--- config.mk ---
export PLATFORM = sky130hd
export DESIGN_NAME = spi_follow_bridge
export DESIGN_NICKNAME = d
export VERILOG_FILES = /design/src/rtl/spib_pkg.sv /design/src/rtl/spib_index_regs.sv /design/src/rtl/spib_byte_engine.sv /design/src/rtl/spib_ctrl.sv /design/src/rtl/spi_follow_bridge.sv
export SDC_FILE = /design/constraint.sdc
export NUM_CORES = 1
export LEC_CHECK = 0
export BUFFER_PORTS_ARGS = -buffer_cell sky130_fd_sc_hd__buf_2
export CORE_MARGIN = 2
export CORE_UTILIZATION = 55
export CTS_BUF_LIST = sky130_fd_sc_hd__clkbuf_16
export CTS_CLUSTER_SIZE = 8
export DETAILED_ROUTE_END_ITERATION = 8
export MAX_ROUTING_LAYER = met4
export PLACE_DENSITY = 0.71
export SYNTH_ARGS = -nofsm -noshare
export SYNTH_HDL_FRONTEND = slang
export SYNTH_SLANG_ARGS = --single-unit
--- constraint.sdc ---
create_clock -name clk -period 6 [get_ports clk]
set_clock_uncertainty 0.05 [all_clocks]
set_input_delay 0.9 -clock clk [delete_from_list [all_inputs] [get_ports clk]]
set_output_delay 0.9 -clock clk [all_outputs]
set_load 0.1 [all_outputs]
--- src/rtl/spib_pkg.sv ---
package spib_pkg;
  localparam int BYTE_W    = 8;
  localparam int IDX_REGS  = 4;
  localparam int IDX_W     = BYTE_W * IDX_REGS;
  localparam int OFS_W     = 3;

  localparam logic [OFS_W-1:0]  OFS_DATA    = 3'd4;
  localparam logic [BYTE_W-1:0] OP_READ     = 8'h03;
  localparam logic [BYTE_W-1:0] FILL_BYTE   = 8'h00;
  localparam logic [3:0]        FOLLOW_CODE = 4'hF;
  localparam logic [BYTE_W-1:0] SEL_PAGE    = 8'hFF;
  localparam logic [BYTE_W-1:0] SEL_CS_LOW  = 8'hFD;
  localparam logic [BYTE_W-1:0] SEL_CS_HIGH = 8'hFE;

  typedef enum logic [1:0] {
    ST_IDLE,
    ST_ISSUE,
    ST_SHIFT,
    ST_FIN
  } ctrl_st_t;

  typedef enum logic [1:0] {
    ACT_NONE,
    ACT_CS_HIGH,
    ACT_FOLLOW_SHIFT,
    ACT_FLASH_READ
  } act_t;
endpackage

--- src/rtl/spib_index_regs.sv ---
module spib_index_regs #(
  parameter int NUM_REGS = 4,
  parameter int BYTE_W   = 8,
  localparam int SEL_W   = (NUM_REGS > 1) ? $clog2(NUM_REGS) : 1
) (
  input  logic                         clk,
  input  logic                         rst_n,
  input  logic                         we,
  input  logic [SEL_W-1:0]             sel,
  input  logic [BYTE_W-1:0]            wdata,
  output logic [NUM_REGS*BYTE_W-1:0]   idx
);
  for (genvar i = 0; i < NUM_REGS; i++) begin : g_byte
    logic [BYTE_W-1:0] r_q;
    always_ff @(posedge clk or negedge rst_n) begin
      if (!rst_n)                         r_q <= '0;
      else if (we && sel == SEL_W'(i))    r_q <= wdata;
    end
    assign idx[i*BYTE_W +: BYTE_W] = r_q;
  end
endmodule

--- src/rtl/spib_byte_engine.sv ---
module spib_byte_engine #(
  parameter int HALF_DIV = 2,
  parameter int BYTE_W   = 8,
  localparam int DIV_W   = (HALF_DIV > 1) ? $clog2(HALF_DIV) : 1,
  localparam int BIT_W   = $clog2(BYTE_W)
) (
  input  logic              clk,
  input  logic              rst_n,
  input  logic              start,
  input  logic [BYTE_W-1:0] tx,
  output logic              busy,
  output logic              done,
  output logic [BYTE_W-1:0] rx,
  output logic              sck,
  output logic              mosi,
  input  logic              miso
);
  logic [DIV_W-1:0]  div_q;
  logic [BIT_W-1:0]  bit_q;
  logic [BYTE_W-1:0] tx_q, rx_q;
  logic              sck_q, busy_q, done_q;

  always_ff @(posedge clk or negedge rst_n) begin
    if (!rst_n) begin
      div_q <= '0; bit_q <= '0; tx_q <= '0; rx_q <= '0;
      sck_q <= 1'b0; busy_q <= 1'b0; done_q <= 1'b0;
    end else begin
      done_q <= 1'b0;
      if (start && !busy_q) begin
        busy_q <= 1'b1;
        tx_q   <= tx;
        bit_q  <= '0;
        div_q  <= '0;
        sck_q  <= 1'b0;
      end else if (busy_q) begin
        if (div_q == DIV_W'(HALF_DIV - 1)) begin
          div_q <= '0;
          if (!sck_q) begin
            sck_q <= 1'b1;
            rx_q  <= {rx_q[BYTE_W-2:0], miso};
          end else begin
            sck_q <= 1'b0;
            if (bit_q == BIT_W'(BYTE_W - 1)) begin
              busy_q <= 1'b0;
              done_q <= 1'b1;
            end else begin
              bit_q <= bit_q + 1'b1;
              tx_q  <= {tx_q[BYTE_W-2:0], 1'b0};
            end
          end
        end else begin
          div_q <= div_q + 1'b1;
        end
      end
    end
  end

  assign busy = busy_q;
  assign done = done_q;
  assign rx   = rx_q;
  assign sck  = sck_q;
  assign mosi = tx_q[BYTE_W-1];

  assert_clock_only_busy_R11: assert property (@(posedge clk) disable iff (!rst_n)
    sck_q |-> busy_q);
  assert_start_when_free_R5: assert property (@(posedge clk) disable iff (!rst_n)
    start |-> !busy_q);
  assert_done_ends_low_R11: assert property (@(posedge clk) disable iff (!rst_n)
    done_q |-> (!sck_q && !busy_q));
endmodule

--- src/rtl/spib_ctrl.sv ---
module spib_ctrl
  import spib_pkg::*;
(
  input  logic              clk,
  input  logic              rst_n,
  input  logic              reg_valid,
  input  logic              reg_write,
  input  logic [OFS_W-1:0]  reg_addr,
  input  logic [BYTE_W-1:0] reg_wdata,
  output logic              reg_ready,
  output logic [BYTE_W-1:0] reg_rdata,
  input  logic [IDX_W-1:0]  idx,
  output logic              idx_we,
  input  logic              eng_busy,
  input  logic              eng_done,
  input  logic [BYTE_W-1:0] eng_rx,
  output logic              eng_start,
  output logic [BYTE_W-1:0] eng_tx,
  output logic              cs_n
);
  ctrl_st_t          st_q;
  act_t              act;
  logic              follow, is_data, is_idx, sel_low, sel_high;
  logic [2:0]        left_q;
  logic              flash_q;
  logic [BYTE_W-1:0] tx_q, rx_q, idx_byte;
  logic              cs_q;

  assign follow   = (idx[27:24] == FOLLOW_CODE);
  assign is_data  = (reg_addr == OFS_DATA);
  assign is_idx   = (reg_addr < OFS_W'(IDX_REGS));
  assign sel_low  = (idx[23:16] == SEL_PAGE) && (idx[15:8] == SEL_CS_LOW);
  assign sel_high = (idx[23:16] == SEL_PAGE) && (idx[15:8] == SEL_CS_HIGH);

  always_comb begin
    act = ACT_NONE;
    if (is_data) begin
      if (follow) begin
        if (sel_high)     act = ACT_CS_HIGH;
        else if (sel_low) act = ACT_FOLLOW_SHIFT;
      end else if (!reg_write) begin
        act = ACT_FLASH_READ;
      end
    end
  end

  always_comb begin
    case (reg_addr[1:0])
      2'd0:    idx_byte = idx[7:0];
      2'd1:    idx_byte = idx[15:8];
      2'd2:    idx_byte = idx[23:16];
      default: idx_byte = idx[31:24];
    endcase
  end

  always_comb begin
    reg_ready = 1'b0;
    reg_rdata = '0;
    if (st_q == ST_IDLE) begin
      reg_ready = reg_valid && (act == ACT_NONE || act == ACT_CS_HIGH);
      if (is_idx) reg_rdata = idx_byte;
    end else if (st_q == ST_FIN) begin
      reg_ready = 1'b1;
      reg_rdata = rx_q;
    end
  end

  assign idx_we    = (st_q == ST_IDLE) && reg_valid && reg_write && is_idx;
  assign eng_start = (st_q == ST_ISSUE);
  assign eng_tx    = tx_q;
  assign cs_n      = cs_q;

  always_ff @(posedge clk or negedge rst_n) begin
    if (!rst_n) begin
      st_q <= ST_IDLE; left_q <= '0; flash_q <= 1'b0;
      tx_q <= '0; rx_q <= '0; cs_q <= 1'b1;
    end else begin
      case (st_q)
        ST_IDLE: if (reg_valid) begin
          case (act)
            ACT_CS_HIGH: cs_q <= 1'b1;
            ACT_FOLLOW_SHIFT: begin
              cs_q    <= 1'b0;
              tx_q    <= reg_write ? reg_wdata : FILL_BYTE;
              left_q  <= '0;
              flash_q <= 1'b0;
              st_q    <= ST_ISSUE;
            end
            ACT_FLASH_READ: begin
              cs_q    <= 1'b0;
              tx_q    <= OP_READ;
              left_q  <= 3'd4;
              flash_q <= 1'b1;
              st_q    <= ST_ISSUE;
            end
            default: ;
          endcase
        end
        ST_ISSUE: st_q <= ST_SHIFT;
        ST_SHIFT: if (eng_done) begin
          rx_q <= eng_rx;
          if (left_q != '0) begin
            left_q <= left_q - 1'b1;
            case (left_q)
              3'd4:    tx_q <= idx[23:16];
              3'd3:    tx_q <= idx[15:8];
              3'd2:    tx_q <= idx[7:0];
              default: tx_q <= FILL_BYTE;
            endcase
            st_q <= ST_ISSUE;
          end else begin
            if (flash_q) cs_q <= 1'b1;
            st_q <= ST_FIN;
          end
        end
        default: st_q <= ST_IDLE;
      endcase
    end
  end

  assert_wait_while_shift_R5: assert property (@(posedge clk) disable iff (!rst_n)
    eng_busy |-> !reg_ready);
  assert_index_no_wait_R2: assert property (@(posedge clk) disable iff (!rst_n)
    (st_q == ST_IDLE && reg_valid && is_idx) |-> reg_ready);
  assert_release_after_read_R4: assert property (@(posedge clk) disable iff (!rst_n)
    (st_q == ST_FIN && flash_q) |-> cs_q);
  assert_cs_held_low_R7: assert property (@(posedge clk) disable iff (!rst_n)
    (st_q == ST_FIN && !flash_q) |-> !cs_q);
  assert_normal_write_ignored_R9: assert property (@(posedge clk) disable iff (!rst_n)
    (st_q == ST_IDLE && reg_valid && reg_write && is_data && !follow)
      |=> (st_q == ST_IDLE && $stable(cs_q)));
  assert_quiet_idle_R10: assert property (@(posedge clk) disable iff (!rst_n)
    (st_q == ST_IDLE && !(reg_valid && is_data)) |=> $stable(cs_q));
endmodule

--- src/rtl/spi_follow_bridge.sv ---
module spi_follow_bridge
  import spib_pkg::*;
#(
  parameter int HALF_DIV = 2
) (
  input  logic              clk,
  input  logic              rst_n,
  input  logic              reg_valid,
  input  logic              reg_write,
  input  logic [2:0]        reg_addr,
  input  logic [7:0]        reg_wdata,
  output logic              reg_ready,
  output logic [7:0]        reg_rdata,
  output logic              spi_sck,
  output logic              spi_cs_n,
  output logic              spi_mosi,
  input  logic              spi_miso
);
  logic [IDX_W-1:0]  idx;
  logic              idx_we, eng_busy, eng_done, eng_start;
  logic [BYTE_W-1:0] eng_rx, eng_tx;

  spib_index_regs #(.NUM_REGS(IDX_REGS), .BYTE_W(BYTE_W)) u_idx (
    .clk(clk), .rst_n(rst_n), .we(idx_we), .sel(reg_addr[1:0]),
    .wdata(reg_wdata), .idx(idx)
  );

  spib_byte_engine #(.HALF_DIV(HALF_DIV), .BYTE_W(BYTE_W)) u_eng (
    .clk(clk), .rst_n(rst_n), .start(eng_start), .tx(eng_tx),
    .busy(eng_busy), .done(eng_done), .rx(eng_rx),
    .sck(spi_sck), .mosi(spi_mosi), .miso(spi_miso)
  );

  spib_ctrl u_ctrl (
    .clk(clk), .rst_n(rst_n),
    .reg_valid(reg_valid), .reg_write(reg_write), .reg_addr(reg_addr),
    .reg_wdata(reg_wdata), .reg_ready(reg_ready), .reg_rdata(reg_rdata),
    .idx(idx), .idx_we(idx_we),
    .eng_busy(eng_busy), .eng_done(eng_done), .eng_rx(eng_rx),
    .eng_start(eng_start), .eng_tx(eng_tx), .cs_n(spi_cs_n)
  );

  assert_clock_needs_select_R11: assert property (@(posedge clk) disable iff (!rst_n)
    spi_sck |-> !spi_cs_n);
endmodule

=== Word level (Yosys, flattened, before mapping) ===
Index checks and enable logic that the tools add are counted.

* Register bits: 78
* Bits in latches: 0
* Bits in writable memories: 0
* Memory bits (read-only): 0
* Input bits: 16
* Output and inout bits: 12
* Word-level logic and storage cells: 143
* Memories: 0

* Add/sub/neg operators: 3
* $mul: 0
* Divide/modulo/power cells: 0
* Magnitude comparators: 1
* Equality and inequality tests: 27
* Shifts and indexed selects: 0
* Mux-type cells: 62
* Bitwise gates (word level): 2
* Reductions and logical operators: 31

{| class="wikitable"
|+ Operators by type and width
! kind !! number
|-
| 2-to-1 mux 8 bit || 12
|-
| case mux 8 bit (3 select lines) || 2
|-
| case mux 8 bit (2 select lines) || 2
|-
| == test 8 bit, second input constant || 3
|-
| 2-to-1 mux 3 bit || 8
|-
| 2-to-1 mux 1 bit || 23
|-
| 2-to-1 mux 2 bit || 9
|-
| == test 2 bit, second input constant || 6
|-
| case mux 3 bit (2 select lines) || 2
|-
| logical AND 1 bit || 11
|-
| nonzero test 2 bit || 5
|-
| == test 3 bit, second input constant || 3
|-
| != test 2 bit, second input constant || 4
|-
| AND reduction 4 bit || 2
|-
| == test 2 x 1 -> 1 bit, second input constant || 3
|-
| == test 3 x 2 -> 1 bit, second input constant || 2
|-
| logical NOT 2 bit || 3
|-
| != test 2 x 1 -> 1 bit, second input constant || 3
|-
| != test 3 bit, second input constant || 2
|-
| case mux 1 bit (2 select lines) || 3
|-
| case mux 2 bit (3 select lines) || 1
|-
| AND reduction 3 bit || 2
|-
| AND reduction 6 bit || 1
|-
| AND reduction 5 bit || 1
|-
| other kinds (11) || 13
|}

=== Depth between registers and ports, before layout ===
Gate-level depths: netlist of run 1.

* Depth in word-level cells: 11
* Mapped depth: 8
* Depth with buffers taken out: 7

=== Modules after synthesis ===
Synthesis of run 1 repeated with hierarchy kept, for this count alone.

* Cell total of the unflattened synthesis: 315
* Area, all modules: 4003.8 sq um

{| class="wikitable"
|+ By module, submodules not included
! module !! instances !! cells each !! area each (sq um) !! seq. area each (sq um)
|-
| spib_ctrl || 1 || 168 || 1783.0 || 576.8
|-
| spib_index_regs || 1 || 68 || 1212.4 || 800.8
|-
| spib_byte_engine || 1 || 79 || 1008.5 || 575.6
|}

=== Least setup slack after synthesis of run 1 ===
No wires, ideal clock.

* Path kind: input to output
* Start point: in reg_addr[2]
* End point: out reg_ready
* Data arrival time: 2678 ps
* Data required time: 5050 ps
* Slack: 2372 ps
* Cell stages on the path: 5
* Buffers on the path: 0
* Cells stage by stage: or3b_1 nor3_1 nand2_1 nand2_1 o21bai_1

* Longest elaborated chain between the ends: 6
* Elaborated cells on any way between the ends: 7
* Classes of those cells: 2 x eq/ne; 2 x mux; 3 x reduce/logical

{| class="wikitable"
|+ Ends and longest elaborated chain
! what !! RTL line !! text
|-
| from (decl) || spi_follow_bridge.sv:10 || <nowiki>input logic [2:0] reg_addr,</nowiki>
|-
| == test 3 bit * || spib_ctrl.sv:30 || <nowiki>assign is_data = (reg_addr == OFS_DATA);</nowiki>
|-
| 2-to-1 mux 2 bit * || spib_ctrl.sv:37 || <nowiki>if (is_data) begin</nowiki>
|-
| == test 2 x 1 -> 1 bit or logical NOT 2 bit (tied branches) || spib_ctrl.sv:60 || <nowiki>reg_ready = reg_valid && (act == ACT_NONE || act == ACT_CS_HIGH);</nowiki>
|-
| logical OR 1 bit * || spib_ctrl.sv:60 ||
|-
| logical AND 1 bit * || spib_ctrl.sv:60 ||
|-
| 2-to-1 mux 1 bit * || spib_ctrl.sv:59 || <nowiki>if (st_q == ST_IDLE) begin</nowiki>
|-
| to (decl) || spi_follow_bridge.sv:12 || <nowiki>output logic reg_ready,</nowiki>
|}

Mark *: on every way between the ends. The rest lies on a longest branch, timed or not.

=== Worst setup path after layout of run 1 ===
* Start point: in reg_addr[0]
* End point: out reg_rdata[6]

* Longest elaborated chain between the ends: 4
* Elaborated cells on any way between the ends: 7
* Classes of those cells: 1 x order compare; 2 x eq/ne; 3 x mux; 1 x reduce/logical

{| class="wikitable"
|+ Ends and longest elaborated chain
! what !! RTL line !! text
|-
| == test 2 bit (tied with other cells) || spib_ctrl.sv:48 || <nowiki>case (reg_addr[1:0])</nowiki>
|-
| case mux 8 bit (3 select lines) || spib_ctrl.sv:48 ||
|-
| 2-to-1 mux 8 bit * || spib_ctrl.sv:61 || <nowiki>if (is_idx) reg_rdata = idx_byte;</nowiki>
|-
| 2-to-1 mux 8 bit * || spib_ctrl.sv:59 ||
|-
| to (decl) || spi_follow_bridge.sv:13 || <nowiki>output logic [7:0] reg_rdata,</nowiki>
|}

Marks and branches as above.

==> results of run 1 <==
sequential cells by signal, indices dropped and copies added (netlist names), 2 cells and up:
| name | flops |
|---|---|
| u_idx.g_byte.r_q | 32 |
| u_ctrl.eng_tx | 8 |
| u_ctrl.rx_q | 8 |
| u_eng.rx | 8 |
| u_eng.tx_q | 8 |
| u_ctrl.left_q | 3 |
| u_eng.bit_q | 3 |
| u_ctrl.st_q | 2 |
cells in the mapped netlist, types with 2 or more instances:
master	number
nor2b_1	5
ha_1	6
mux4_2	8
a31oi_1	3
nor2_1	10
nor3_1	4
a21oi_1	9
nand2_1	29
dfrtp_1	77
mux2i_1	12
buf_6	2
a22o_1	14
nand2b_1	2
mux2_2	49
o21ai_0	21
buf_1	4
nor4_1	3
nor3b_2	2
and2_1	3
inv_1	4
a211oi_1	2
clkbuf_1	6
nor3_2	2
mux2_4	6
a22oi_1	2
nand4_1	6
or2_2	2
nand3_1	3
where the power goes:
| part | internal, mW | switching, mW | leakage, nW |
|---|---|---|---|
| Clock | 0.404 | 0.211 | 0.163 |
| Combinational | 0.364 | 0.478 | 0.873 |
| Sequential | 0.759 | 0.222 | 0.993 |
| Total | 1.53 | 0.912 | 2.03 |
cell type report:
cell class / instances / area, um^2
Clock inverter: 7 / 113.9
Inverter: 4 / 15.01
Sequential cell: 78 / 1953
Fill cell: 556 / 2427
Tap cell: 96 / 120.1
Multi-Input combinational cell: 220 / 1839
Timing Repair Buffer: 27 / 137.6
Clock buffer: 9 / 225.2
cells in the final DEF, fill, tap and decap left out, drive strengths merged, types with 3 or more instances in the layout:
| master | n |
|---|---|
| nor4 | 3 |
| clkbuf | 9 |
| nor2 | 10 |
| mux2i | 12 |
| nor2b | 5 |
| a22o | 15 |
| o21ai | 21 |
| mux2 | 55 |
| nand4 | 6 |
| buf | 27 |
| and2 | 3 |
| a31oi | 3 |
| mux4 | 8 |
| bufinv | 3 |
| a21oi | 9 |
| ha | 6 |
| nand3 | 3 |
| nor3 | 6 |
| nand2 | 29 |
| dfrtp | 77 |
| inv | 5 |
metrics by stage:
stage / worst slack (ns) / power [mW] / utilization
3_5_place_dp: 2.640 / 1.821 / 0.5951
3_3_place_gp: 2.688 / 1.787 / 0.5951
5_1_grt: 2.550 / 2.572 / 0.6447
6_report: 2.732 / 2.439 / 0.6447
2_1_floorplan: 2.372 / 1.630 / -
4_1_cts: 2.713 / 2.451 / 0.6447
path summary, 6_finish.rpt:
kind | slack [ns] | depth (start not counted) | from | to
min in group asynchronous | 0.67 | 1 | rst_n | u_eng.tx_q[2]
hold reg to reg | 0.43 | 2 | u_ctrl.eng_tx[5] | u_eng.tx_q[5]
setup / recovery | 2.73 | 4 | reg_addr[0] | reg_rdata[6]
hold / removal | 0.43 | 2 | u_ctrl.eng_tx[5] | u_eng.tx_q[5]
setup reg to reg | 3.22 | 6 | u_ctrl.left_q[0] | u_ctrl.eng_tx[5]
max in group asynchronous | 4.62 | 1 | rst_n | u_idx.g_byte[0].r_q[5]
worst register-to-register path: cells and delay by family (launching register included):
family	cells	cell delay, ns
AO/OA/AOI/OAI	2	1.26
adder cells (fa/ha/maj)	1	0.24
buffers and inverters	1	0.10
flip-flops	1	0.39
multiplexers	1	0.35
AND/OR/NAND/NOR	1	0.29
cells by family after synthesis:
family,Yosys count
fa+ha+maj,6
flops,78
mux,75
buf+inv,18
compound gates,58
simple gates,79
xor+xnor,2
layer usage:
metal,global-route usage,vias up
li1,-,1212
met1,0.3175,1338
met2,0.3891,89
met3,0.04995,19
met4,0.1157,0
met5,-,-
==> out/summary.md, run 1 <==
The Yosys step of the flow raised 0 warnings. The highest metal layer carrying signal wires in the routed design is met4. TritonCTS built the clock tree. The tools report the die footprint as 0.007755 mm^2. Traced cell by cell, the critical path runs through buf_2 > mux4_2 > a22o_1 > buf_2. The multiplexer fraction of the synthesized cell area was 0.2424. The count of buffering cells on the critical path with inverters included is 2. Library cell appearing most often on the critical path: buf_2. The xor-xnor portion of the synthesized cell area is 0.004507, and the detailed-route via count is 2,658.

The top-level port count is 28, and the share of synthesized registers carrying an async set or reset is 1.000. The global-route congestion overflow total was 0; the worst IR drop on VDD was 0.0002676 V. The flow ran to the end, and the final reports show no timing, DRC or antenna violations. In the routed layout, each cell is associated on average with a via count of 6.027.

The worst-case headroom to the max-slew limit was 0.2809; the total number of H-tree levels was 3. The tools report the sum of routed wire segments on met1 as 3659 um. The vertical extent of the die was 88.06 um. The run gives 0 as the total count of hold-check failures in the final report.

The floorplan has 30 rows. The number of input and output port buffers inserted came out at 27. At the worst endpoint, the required time is 5.05 ns. The synthesized instance count was 316. The worst setup path is launched from a primary input.

The fraction of final layout cells sized beyond drive strength 1 is 0.3333, and the largest stage delay on the critical path is 0.57 ns. For the final-layout worst hold slack, the log shows 0.4341 ns. Among all flip-flop cells after synthesis, the most frequent one is dfrtp_1. The cell type group with the largest total delay on the critical path is buffers and inverters. The effective utilization at floorplan is 0.5689. The number of different library cells used by synthesis comes to 48.

The adder-cell share of the synthesized area is 0.01932, and the global-route usage over all layers is 0.2503. The total detailed-routing wirelength was 8498 um. Relative to the synthesized area, the layout overhead comes to 13.33%. The compound-cell area share of the yosys netlist came out at 0.09788.

Setup repair after global routing left no endpoint under its margin. Portion of the post-synthesis area used by sequential elements: 0.5026. The congestion estimate from routability-driven global placement came to 0.9304. The slowest cell on the critical path was mux4_2. Data arrives at the worst endpoint at 2.32 ns. Static timing analysis puts the maximum clock frequency at 0.3060 GHz. The max-cap check violation count was 0; the finished layout cell area was 0.004404 mm^2. Clock-pin slew was measured on the worst setup and hold paths at 0.06 ns. The main combinational cell family by area after synthesis is multiplexers. After the first detailed-routing iteration, the DRC count stood at 180. Number of buffers created by CTS: 9.

The number of placed instances, taps included, is 425. The final cycle utilization of the critical path came out at 0.5447. Summed over all nets, wire length on met3 after detailed routing comes to 422 um. The buffer count from post-CTS setup fixing is 0, and the maximum number of pins on one net before global-route repair is 79.

Summing all placed instances gives a cell area of 0.004065 mm^2. Post-CTS repair changed the size of 0 cells. The worst setup path is captured at an output pin. The tools report the count of final max-slew check failures as 0. Setup violations remaining at the end of the flow were counted as 0. The clock reaches the later pin of the worst-skew pair after 0.33 ns. The synthesized flop and latch total is 78, and the number of cells in the finished layout apart from fillers is 441.

Sorting the synthesized cells by area gives the leading types as dfrtp_1 (50%), mux2_2 (14%), mux4_2 (4.6%). The post-layout minimum cycle time came out at 3.268 ns. The path type of the worst min-delay path is flip-flop to flip-flop. The post-detailed-route count of antenna-violating nets was 0; the average detailed-routed wire length per instance was 19.27 um. The tools report the static power due to leakage as 2.029 nW. The final layout contains 362 nets. The logs give 0.006832 mm^2 for the core area and 0 for the number of DRC violations after detailed routing. The actual slew at the worst max-slew pin was 1.076 ns.

Of all cell types, the one taking the most synthesized area is dfrtp_1. The tree is rooted in a clkbuf_16. Counting every net in the synthesized netlist gives 338. The clock passes through at most 2 buffers.

The global-route wire length before repair came out at 13,920 um. Setup total negative slack on the finished layout was measured at 0 ns. Area of the mapped netlist: 0.003886 mm^2. The wire-length estimate of the detail-placed layout is 5689 um. The number of synthesized flops with an enable pin came out at 0. The area fraction in and, or, nand and nor cells after synthesis works out to 0.1091. Dividing total power by cell area gives a power density of 553.9 mW/mm^2. The via count of the first global-routing pass was 2,707; the share of the synthesized area in the top cell type was 0.4958. A synthesized cell averages 12.30 um^2. The count of TritonRoute iterations in the first routing pass is 5, and the maximum fanout count along the critical path is 14.

The tree built by TritonCTS fans out to 78 sinks. The width of the die is 88.06 um. The critical path class is primary input to output pin. The tools report the number of antenna violations at the first check in global routing as 0.

For this design, the CTS-stage hold fixing added 0 buffers. The number of antenna diodes in the final layout is 0. For the met2 layer wire length in the routed design, the log shows 4215 um.
Note: power is estimated with default switching activity, not from simulation.
==> run 2, diff against run 1 <==
- clock period: 6 -> 3.05 ns (I/O delays scaled with it)
==> out/summary.md, run 2 (synthesis results as in run 1) <==
Vertical extent of the die: 88.06 um. Count of TritonRoute iterations in the first routing pass: 5. The die covers 0.007755 mm^2. The first global-routing pass estimated 13,610 um of wire. The maximum number of pins on one net before global-route repair is 79, and the maximum fanout count along the critical path is 10. The H-tree was split into 3 levels.

For the worst endpoint data arrival time, the log shows 2.67 ns. Number of flip-flops in the largest register: 32. Leaving out fill and tap cells, the most frequent cell in the layout is dfrtp_1. The core region is 0.006832 mm^2. The flow ran to the end, and the final reports show no timing, DRC or antenna violations. The static power due to leakage was 2.043 nW. Buffers added to address setup during post-CTS repair amount to 0.

0 antenna diodes ended up in the layout. The maximum root-to-sink buffer count is 2. The count of buffers added on input and output ports is 27. Summing all multi-input logic gate instances after layout gives 0.001839 mm^2. The run gives 0 as the count of final max-slew check failures. The count of nets left with antenna violations once routing finished came out at 0. In the layout the commonest cells are dfrtp_1 (77), mux2_2 (49), nand2_1 (29). For this design, the sink count on the clock tree is 78. More flip-flops sit in one register than any other, and that register is u_idx.g_byte.r_q. The total count of hold-check failures in the final report came out at 0. The cell sitting at the root of the clock tree is a clkbuf_16. The smallest clock period supported by the final layout is computed as 2.515 ns.

The critical path is of the flip-flop to flip-flop type. The source of the worst register-to-register timing path was u_idx.g_byte[2].r_q[6]. Width of the die: 88.06 um. The area used by sequential logic in the layout is 0.001953 mm^2.

The critical path startpoint category was a flip-flop. Row generation in the floorplan step produced 30 rows. TritonCTS created 9 clock buffers. Hold repair after CTS inserted 0 buffers. The via count of the first global-routing pass was 2,774. Power comes to 4.536 mW. The filler cells instantiated in the layout total 551.

Derived from the worst setup path, the maximum achievable clock frequency is 0.3976 GHz. The synthesis-to-layout area growth works out to 13.07%. The power per cell area is 1032 mW/mm^2, and the utilization after layout is 0.6432. The critical path starts at u_idx.g_byte[2].r_q[6]. 28 I/O pins were placed. For the worst-skew pair, the clock arrives at the later sink with an insertion delay of 0.33 ns. For the global-route usage over all layers, the log shows 0.2422.

The tools report the number of antenna violations at the first check in global routing as 0. For the HPWL reported at the end of detailed placement, the log shows 5725 um. For the pin with the worst max-slew slack, the measured transition is 0.9479 ns.

The clock transition at the register clock pins on the worst setup and hold paths after CTS works out to 0.06 ns. The routed layout has 2,682 vias. The final cycle utilization of the critical path came out at 0.8247. For flop-to-flop paths, the worst setup slack is 0.53 ns. VDD sags by at most 0.0004820 V. In the final design database the tool counted 371 nets. TritonCTS built the clock tree. Setup violations remaining at the end of the flow were counted as 0. For the final weighted congestion in routability-driven placement, the log shows 0.9441. The average detailed-routed wire length per instance came out at 18.33 um. The path type of the worst min-delay path was primary input to async pin. The tool flagged a number of max-cap violations equal to 0. The final layout contains routed wiring with a total length of 8250 um. Global routing finished with a remaining overflow of 0.

For this run, design rule violations remaining after detail routing come to 0. The tools report the type of element capturing the critical path as a flip-flop. Setup repair after global routing left no endpoint under its margin. For the worst setup path, the data required time is 3.21 ns.

The worst-case headroom to the max-slew limit came out at 0.3681. Adding up every negative setup slack in the final design gives 0 ns. Fraction of final layout cells sized beyond drive strength 1: 0.3446. The number of gates resized after CTS was 0. For this block, the initial DRC count from the detailed router was 187.

In this run the critical register-to-register path is captured at u_ctrl.eng_tx[5]. In the routed layout, each cell is associated on average with a via count of 5.960. The logic depth of the worst register-to-register path came out at 5. The effective utilization at floorplan was 0.5689.
run 2: changes by cell type in the layout (fill, tap and decap cells not counted):
cell | previous run | this run
inv_1 | 5 | 6
clkinv_1 | 0 | 1
buf_4 | 1 | 10
bufinv_16 | 3 | 0
clkinv_2 | 1 | 2
run 2: critical path: stages (launching register included):
cell and delay (ns):
dfrtp_1 0.42, nand4_1 0.12, nor4_1 0.44, a21boi_1 0.17, or4_1 0.80, mux2_4 0.39
run 2: layer usage:
layer | part of all wire | track usage | wire length [um]
met5 | 0 | - | 0
met1 | 0.44 | 0.3129 | 3646
met4 | 0.036 | 0.1309 | 297
met3 | 0.052 | 0.04147 | 426
met2 | 0.47 | 0.3657 | 3880
run 2: report_power, final:
part / switching (mW) / internal [mW]
combinational: 0.950 / 0.740
clock: 0.396 / 0.538
sequential: 0.419 / 1.49
run 2: through the flow:
step | cells | hold slack (ns) | cell area (um^2) | worst slack, ns
after detailed placement | 434 | 0.4240 | 4133 | 0.2843
after global routing | 450 | 0.3065 | 4394 | 0.4936
final | 450 | 0.2305 | 4394 | 0.5346
after global placement | 434 | 0.4206 | 4133 | 0.3219
after floorplan | 316 | 0.1119 | 3886 | 0.3072
after CTS | 450 | 0.2720 | 4394 | 0.5682
run 2: final cells by class:
class / instances / area share
tap: 96 / 0.02733
sequential: 78 / 0.4445
clock buffer: 9 / 0.05125
timing repair buffer: 36 / 0.04670
multi-input combinational: 220 / 0.4186
inverter: 4 / 0.003417
clock inverter: 7 / 0.008257
run 2: worst max path at each step:
stage                  endpoint  slack [ns]  depth (start not counted)
2_1_floorplan         reg_ready        0.31                          5
3_3_place_gp   u_ctrl.eng_tx[3]        0.32                          6
3_5_place_dp   u_ctrl.eng_tx[5]        0.28                          6
4_1_cts        u_ctrl.eng_tx[5]        0.57                          5
5_1_grt        u_ctrl.eng_tx[5]        0.49                          5
6_report       u_ctrl.eng_tx[5]        0.53                          5
